--- src/rtl/asf_pkg.sv ---
package asf_pkg;

    localparam int ASF_W   = 32;
    localparam int FLAG_W  = 8;

    // flag byte bit positions (decoded by the surrounding core)
    localparam int FB_C  = 0;
    localparam int FB_V  = 1;
    localparam int FB_Z  = 2;
    localparam int FB_N  = 3;
    localparam int FB_U  = 4;
    localparam int FB_H  = 5;
    localparam int FB_UI = 6;
    localparam int FB_I  = 7;

    typedef enum logic [2:0] {
        OP_ADD  = 3'd0,
        OP_ADDC = 3'd1,
        OP_SUB  = 3'd2,
        OP_SUBB = 3'd3,
        OP_CMP  = 3'd4,
        OP_NEG  = 3'd5,
        OP_RSV6 = 3'd6,
        OP_RSV7 = 3'd7
    } asf_op_e;

    typedef enum logic [1:0] {
        SZ_BYTE = 2'd0,
        SZ_WORD = 2'd1,
        SZ_LONG = 2'd2,
        SZ_LALT = 2'd3
    } asf_size_e;

    typedef struct packed {
        logic [ASF_W-1:0]  result;
        logic              wr_en;
        logic [FLAG_W-1:0] flags;
    } asf_out_t;

endpackage

--- src/rtl/asf_operand_prep.sv ---
module asf_operand_prep
    import asf_pkg::*;
#(
    parameter int W = 32
) (
    input  asf_op_e        op,
    input  logic [W-1:0]   dst,
    input  logic [W-1:0]   src,
    input  logic           c_in,
    output logic [W-1:0]   x,
    output logic [W-1:0]   y,
    output logic           cin,
    output logic           is_sub,
    output logic           known,
    output logic           chained
);

    always_comb begin
        x       = dst;
        y       = src;
        cin     = 1'b0;
        is_sub  = 1'b0;
        known   = 1'b1;
        chained = 1'b0;
        case (op)
            OP_ADD: begin
            end
            OP_ADDC: begin
                cin     = c_in;
                chained = 1'b1;
            end
            OP_SUB, OP_CMP: begin
                y      = ~src;
                cin    = 1'b1;
                is_sub = 1'b1;
            end
            OP_SUBB: begin
                y       = ~src;
                cin     = ~c_in;
                is_sub  = 1'b1;
                chained = 1'b1;
            end
            OP_NEG: begin
                x      = '0;
                y      = ~dst;
                cin    = 1'b1;
                is_sub = 1'b1;
            end
            default: begin
                known = 1'b0;
            end
        endcase
    end

endmodule

--- src/rtl/asf_carry_chain.sv ---
module asf_carry_chain #(
    parameter int W = 32
) (
    input  logic [W-1:0] x,
    input  logic [W-1:0] y,
    input  logic         cin,
    output logic [W-1:0] sum,
    output logic [W:0]   cvec
);

    // cvec[k] is the carry into bit k; cvec[W] is the carry out of the top
    assign cvec[0] = cin;

    for (genvar k = 0; k < W; k++) begin : g_bit
        assign sum[k]    = x[k] ^ y[k] ^ cvec[k];
        assign cvec[k+1] = (x[k] & y[k]) | (x[k] & cvec[k]) | (y[k] & cvec[k]);
    end

endmodule

--- src/rtl/asf_flag_select.sv ---
module asf_flag_select
    import asf_pkg::*;
#(
    parameter int W = 32
) (
    input  asf_size_e     size,
    input  logic [W-1:0]  sum,
    input  logic [W:0]    cvec,
    input  logic          is_sub,
    output logic [W-1:0]  result,
    output logic          h_flag,
    output logic          n_flag,
    output logic          z_flag,
    output logic          v_flag,
    output logic          c_flag
);

    localparam int IDX_W  = $clog2(W + 1);
    localparam int MSB_B  = W / 4 - 1;
    localparam int MSB_WD = W / 2 - 1;
    localparam int MSB_L  = W - 1;
    localparam logic [W-1:0] MASK_B  = {{(W - W/4){1'b0}}, {(W/4){1'b1}}};
    localparam logic [W-1:0] MASK_WD = {{(W - W/2){1'b0}}, {(W/2){1'b1}}};
    localparam logic [W-1:0] MASK_L  = {W{1'b1}};

    logic [IDX_W-1:0] msb;
    logic [W-1:0]     mask;

    always_comb begin
        case (size)
            SZ_BYTE: begin
                msb  = IDX_W'(MSB_B);
                mask = MASK_B;
            end
            SZ_WORD: begin
                msb  = IDX_W'(MSB_WD);
                mask = MASK_WD;
            end
            default: begin
                msb  = IDX_W'(MSB_L);
                mask = MASK_L;
            end
        endcase
    end

    always_comb begin
        result = sum & mask;
        n_flag = sum[msb];
        z_flag = ~|result;
        // carry out of the top bit and out of the nibble below the top nibble
        c_flag = cvec[msb + IDX_W'(1)] ^ is_sub;
        h_flag = cvec[msb - IDX_W'(3)] ^ is_sub;
        v_flag = cvec[msb] ^ cvec[msb + IDX_W'(1)];
    end

endmodule

--- src/rtl/addsub_flag_unit.sv ---
module addsub_flag_unit
    import asf_pkg::*;
(
    input  logic        clk,
    input  logic        rst_n,
    input  logic [2:0]  op_i,
    input  logic [1:0]  size_i,
    input  logic [31:0] dst_i,
    input  logic [31:0] src_i,
    input  logic [7:0]  flags_i,
    output logic [31:0] result_o,
    output logic        wr_en_o,
    output logic [7:0]  flags_o
);

    localparam int W = ASF_W;

    asf_op_e   op;
    asf_size_e size;
    logic [W-1:0] x, y, sum, res;
    logic [W:0]   cvec;
    logic cin, is_sub, known, chained;
    logic h_f, n_f, z_f, v_f, c_f;

    asf_out_t out_d, out_q;

    assign op   = asf_op_e'(op_i);
    assign size = asf_size_e'(size_i);

    asf_operand_prep #(.W(W)) u_prep (
        .op      (op),
        .dst     (dst_i),
        .src     (src_i),
        .c_in    (flags_i[FB_C]),
        .x       (x),
        .y       (y),
        .cin     (cin),
        .is_sub  (is_sub),
        .known   (known),
        .chained (chained)
    );

    asf_carry_chain #(.W(W)) u_chain (
        .x    (x),
        .y    (y),
        .cin  (cin),
        .sum  (sum),
        .cvec (cvec)
    );

    asf_flag_select #(.W(W)) u_flags (
        .size   (size),
        .sum    (sum),
        .cvec   (cvec),
        .is_sub (is_sub),
        .result (res),
        .h_flag (h_f),
        .n_flag (n_f),
        .z_flag (z_f),
        .v_flag (v_f),
        .c_flag (c_f)
    );

    always_comb begin
        out_d = '0;
        if (known) begin
            out_d.result    = res;
            out_d.wr_en     = (op != OP_CMP);
            out_d.flags     = flags_i;
            out_d.flags[FB_H] = h_f;
            out_d.flags[FB_N] = n_f;
            out_d.flags[FB_Z] = chained ? (z_f & flags_i[FB_Z]) : z_f;
            out_d.flags[FB_V] = v_f;
            out_d.flags[FB_C] = c_f;
        end else begin
            out_d.result = '0;
            out_d.wr_en  = 1'b0;
            out_d.flags  = flags_i;
        end
    end

    always_ff @(posedge clk or negedge rst_n) begin
        if (!rst_n) begin
            out_q <= '0;
        end else begin
            out_q <= out_d;
        end
    end

    assign result_o = out_q.result;
    assign wr_en_o  = out_q.wr_en;
    assign flags_o  = out_q.flags;

endmodule

--- config.mk ---
export PLATFORM = sky130hd
export DESIGN_NAME = addsub_flag_unit
export DESIGN_NICKNAME = d
export VERILOG_FILES = /design/src/rtl/asf_pkg.sv /design/src/rtl/asf_operand_prep.sv /design/src/rtl/asf_carry_chain.sv /design/src/rtl/asf_flag_select.sv /design/src/rtl/addsub_flag_unit.sv
export SDC_FILE = /design/constraint.sdc
export NUM_CORES = 1
export LEC_CHECK = 0
export ABC_AREA = 1
export ABC_CLOCK_PERIOD_IN_PS = 800
export CAP_MARGIN = 20
export CORE_MARGIN = 1.5
export CORE_UTILIZATION = 42
export DETAILED_ROUTE_END_ITERATION = 12
export PLACE_DENSITY = 0.89
export REMOVE_ABC_BUFFERS = 1
export SYNTH_ARGS = -nofsm -noshare
export SYNTH_HDL_FRONTEND = slang
export SYNTH_SLANG_ARGS = --single-unit
--- constraint.sdc ---
create_clock -name clk -period 0.8 [get_ports clk]
set_input_delay 0.08 -clock clk [delete_from_list [all_inputs] [get_ports clk]]
set_output_delay 0.08 -clock clk [all_outputs]
set_load 0.01 [all_outputs]
Word-level counts from Yosys, hierarchy flattened
Index checks and enable logic that the tools add are counted.
Widths: inputs -> output; s select.
{"block": "totals", "out_inout_bits": 41, "word_cells": 275, "reg_bits": 41}
{"block": "classes", "n_addsub": 2, "mux": 18, "n_lt_le_gt_ge": 4, "reduce_logical": 9, "n_bitwise": 232, "n_eq_ne": 7}
{"op": "$pmux 32 s2", "n": 2}
{"op": "$and 1x1->1", "n": 97}
{"op": "$xor 1x1->1", "n": 67}
{"op": "$not 32->32", "n": 2}
{"op": "$or 1x1->1", "n": 64}
{"op": "$mux 41", "n": 1}
{"op": "$and 32x32->32", "n": 1}
{"op": "$mux 32", "n": 1}
{"op": "$reduce_or 32->1", "n": 1}
{"op": "$bmux 1 s6", "n": 3}
{"op": "$lt 6x7->1 const B", "n": 2}
{"op": "$pmux 5 s2", "n": 1}
{"op": "$mux 1", "n": 8}
{"op": "$lt 5x7->1 const B", "n": 1}
{"op": "$add 5x1->6 const B", "n": 1}
{"op": "$eq 3x2->1 const B", "n": 2}
{"op": "$eq 3x3->1 const B", "n": 2}
{"op": "$lt 5x6->1 const B", "n": 1}
{"op": "$reduce_or 3->1", "n": 2}
{"op": "$reduce_or 6->1", "n": 1}
{"op": "$sub 5x2->6 const B", "n": 1}
{"op": "$bmux 1 s5", "n": 1}
{"op": "$reduce_or 4->1", "n": 1}
{"op": "$eq 3x1->1 const B", "n": 1}
{"op": "other kinds (8)", "n": 8}

Logic depth before layout (Yosys ltp)
{"block": "logic_depth", "depth_word": 103, "ltp_mapped": 50, "mapped_depth_nobuf": 50}

By module
A second synthesis with hierarchy kept.
{"block": "hier_totals", "hier_cells": 538, "hier_area_um2": 3821.2}
{"module": "addsub_flag_unit", "cells_each": 129, "area_each_um2": 1396.3, "instances": 1}
{"module": "asf_operand_prep", "cells_each": 258, "area_each_um2": 1239.9, "instances": 1}
{"module": "asf_carry_chain", "cells_each": 43, "area_each_um2": 685.7, "instances": 1}
{"module": "asf_flag_select", "cells_each": 108, "area_each_um2": 499.2, "instances": 1}

Worst setup path before layout
No wires, ideal clock.
{"block": "synth_path", "path_kind": "input-to-reg", "startpoint": "input op_i[1]", "endpoint": "register out_q, in the netlist flags_o[2]", "required_time_ns": 0.734, "slack_ns": -14.036, "path_buffers": 2, "path_stages": 50, "arrival_time_ns": 14.771, "setup_ns": 0.066, "path_cell_list": "inv_2 > or2_1 > buf_6 > nand2_4 > buf_2 > o22ai_1 > fa_1 > inv_1 > fa_1 > fa_1 > fa_1 > fa_1 > fa_1 > fa_1 > fa_1 > fa_1 > fa_1 > fa_1 > [... 14 more ...] > fa_1 > fa_1 > fa_1 > fa_1 > fa_1 > fa_1 > fa_1 > inv_1 > fa_1 > inv_1 > fa_1 > nand2_1 > inv_1 > nor2_1 > nand2_1 > nor2_1 > nand3_1 > nand2_1"}
{"item": "start: declaration", "line": "addsub_flag_unit.sv:6", "rtl": "input logic [2:0] op_i,"}
{"item": "end signal: assignment", "line": "addsub_flag_unit.sv:86", "rtl": "out_q <= out_d;"}
{"item": "end: declaration", "line": "addsub_flag_unit.sv:25", "rtl": "asf_out_t out_d, out_q;"}

==> key figures <==
Timing
  • Final setup viols: 78
  • Fin crit share: 1560%
  • Least-Margin Pin Slew: 0.406 ns
  • Worst Setup Slack, final: -11.70 ns
  • Relative slew margins: 72.9%
  • Min Tclk post-route: 12.50 ns
  • WHS: 0.125 ns
  • Hold Fails Final Rpt: 0
  • Fin. max-slew vios: 0
  • RSZ-0062 raised after global routing: true
  • F_max: 80.0 MHz

Clocking
  • TritonCTS buffer count: 5
  • Clk buf depth: 2
  • TritonCTS clock tree: yes
  • Root Driver: clkbuf_8
  • Clock transition at path regs: 0.09 ns
  • CTS HTree Levels: 2
  • TritonCTS Sinks: 41

Synth
  • #FFs+latches synth: 41
  • Primary FF master, synth: dfrtp_1
  • Top cell type's share of synthesized area: 28.7%
  • Synth area leaders: dfrtp_1, fa_1, nand2_1
  • Count leader, synth: nand2_1
  • Cell area after synthesis: 0.00357 sq mm
  • Distinct cells, synth: 26
  • Sequential element share of the synthesized area: 28.7%
  • Post-Syn Instances: 502
  • Synth top cells by count: nand2_1, inv_1, nor2_1
  • Yosys warns: 0
  • Area leader, netlist: dfrtp_1
  • Post-synth EDFFs: 0
  • FFs w/ async S/R, synth: 100%
  • Mean Syn Cell Area: 7.12 sq um

Cells and area
  • Final #Nets: 795
  • Final design utilization: 69.2%
  • Diode count: 0
  • Layout area overhead: 59.1%
  • Cell area after layout: 0.00569 sq mm
  • Final Non-Filler Cells: 789
  • Layout cells sized above 1: 36.1%
  • Fill cells: 591

Global route
  • Initial antenna violation count: 0
  • Met1 Use GR: 31.9%
  • Number of global-route vias before repair: 4203
  • First-pass GRT wire length: 19700 um
  • GRT overflow: 0
  • Met2 usage: 50.4%
  • Largest net degree at the start of global routing: 37
  • GRT Total Usage: 28.8%
  • Busiest grt layer: met2
  • Met3 usage: 4.94%

Setup path
  • Crit path largest cell delay: 0.56 ns
  • WP buf/inv: 8
  • Crit path max-delay cell type: fa_2
  • CP Data Arrival Time: 12.72 ns
  • Worst Path Required: 1.02 ns
  • Crit path kind: input port to register
  • Crit. End Element: register
  • Worst-path maximum fanout: 3
  • Worst setup SP type: input port
  • Most common cell on crit path: fa_2
  • CP top delay family: adder cells

Place
  • Cell count after placement: 772
  • Post-DP HPWL: 8530 um
  • RD Place Congestion: 0.894
  • DP Area: 0.00529 sq mm
  • IO Port Bufs: 119

Drt
  • Vias: 4042
  • Initial DRC Count: 380
  • Drt total wl: 12600 um
  • Via density: 5.12
  • Drt pass-1 iters: 6
  • Routed wire per std cell: 16.0 um
  • DRC viols: 0
  • Final ANT Viol Nets: 0

Worst hold path
  • Hold Path Class: input port to register

Power
  • Static Leak: 0.00297 uW
  • PD cells: 1640 mW/mm^2
  • Final Power: 9340 uW
  • VDD IR max: 0.699 mV

Status
  • Outcome: finished with violations
  • Failing checks: negative setup slack

Floorplanning
  • Core Footprint: 0.00822 sq mm
  • Floorplan row count: 33
  • Num ports: 120
  • Chip width: 95.2 um
  • Full die area: 0.00907 sq mm
  • Starting density of the core: 43.5%
  • Die height: 95.2 um

Run
  • # Max-Cap Violations: 0
## repair_timing
item	CTS	global route
buffers inserted	4	4
setup endpoints to repair	79	78
hold buffers	1	0
hold endpoints to repair	41	0
resized for setup	288	37
pin swaps	57	10
## report_power, final
| group | internal [uW] | switching, uW | total (uW) | leakage (uW) |
|---|---|---|---|---|
| Clock | 603 | 827 | 1430 | 0.0000439 |
| Sequential | 2450 | 114 | 2570 | 0.000517 |
| Combinational | 2640 | 2700 | 5340 | 0.00240 |
## layer usage
layer	up-vias	wire [um]
li1	1831	-
met1	1887	4510
met2	249	6380
met3	75	900
met4	0	792
met5	-	0
## kinds of logic (layout without fill, tap and decap cells)
| group | Yosys count | in the layout | share of synthesized area [%] |
|---|---|---|---|
| AND/OR/NAND/NOR | 235 | 235 | 26.6 |
| buffers and inverters | 143 | 325 | 16.4 |
| AO/OA/AOI/OAI | 49 | 49 | 9.80 |
| flip-flops | 41 | 41 | 28.7 |
| adder cells (fa/ha/maj) | 33 | 33 | 18.3 |
| XOR/XNOR | 1 | 1 | 0.245 |
## final cells by class
type | count | area (sq um) | area share, %
multi-input cells | 318 | 2280 | 40.0
clock inverters | 3 | 17.5 | 0.308
inverters | 120 | 455 | 8.01
clock buffers | 5 | 68.8 | 1.21
repair buffers | 197 | 1710 | 30.1
flip-flops and latches | 41 | 1030 | 18.0
well taps | 105 | 131 | 2.31
## state kept, by name, summed over array words and instances, names as in the netlist
signal and cells:
flags_o 8, wr_en_o 1, result_o 32
## stage by stage
step / setup TNS [ns] / setup WS, ns
2_1_floorplan: -320.95 / -14.70
4_1_cts: -258.25 / -11.77
3_5_place_dp: -333.49 / -15.10
6_report: -254.45 / -11.70
3_3_place_gp: -324.83 / -14.75
5_1_grt: -261.03 / -11.94
## placed cells by master (no fill, tap or decap), types with 3 or more instances in the layout
cell	count
buf_4	56
clkbuf_8	5
buf_2	34
a21oi_1	4
nor2_2	11
nor2_1	56
nand2_1	121
nand2_2	21
inv_2	14
nand3_2	3
a31oi_2	10
nand3_1	3
inv_1	104
nor3_4	3
buf_6	29
o21ai_0	5
nor2_4	9
dlygate4sd2_1	3
clkdlybuf4s50_1	71
fa_2	32
a31oi_1	20
dfrtp_1	41
nand2_4	4
## worst min-delay path, cell delays in order
cell and delay, ns:
buf_6 0.10, buf_4 0.12, a31oi_1 0.08
## path summary, 6_finish.rpt
check / start / end / cells after the start
min in group asynchronous: rst_n / result_o[23] / 2
min: op_i[2] / wr_en_o / 3
max: op_i[1] / flags_o[2] / 50
max in group asynchronous: rst_n / result_o[13] / 3
(Power assumes the default switching activity.)
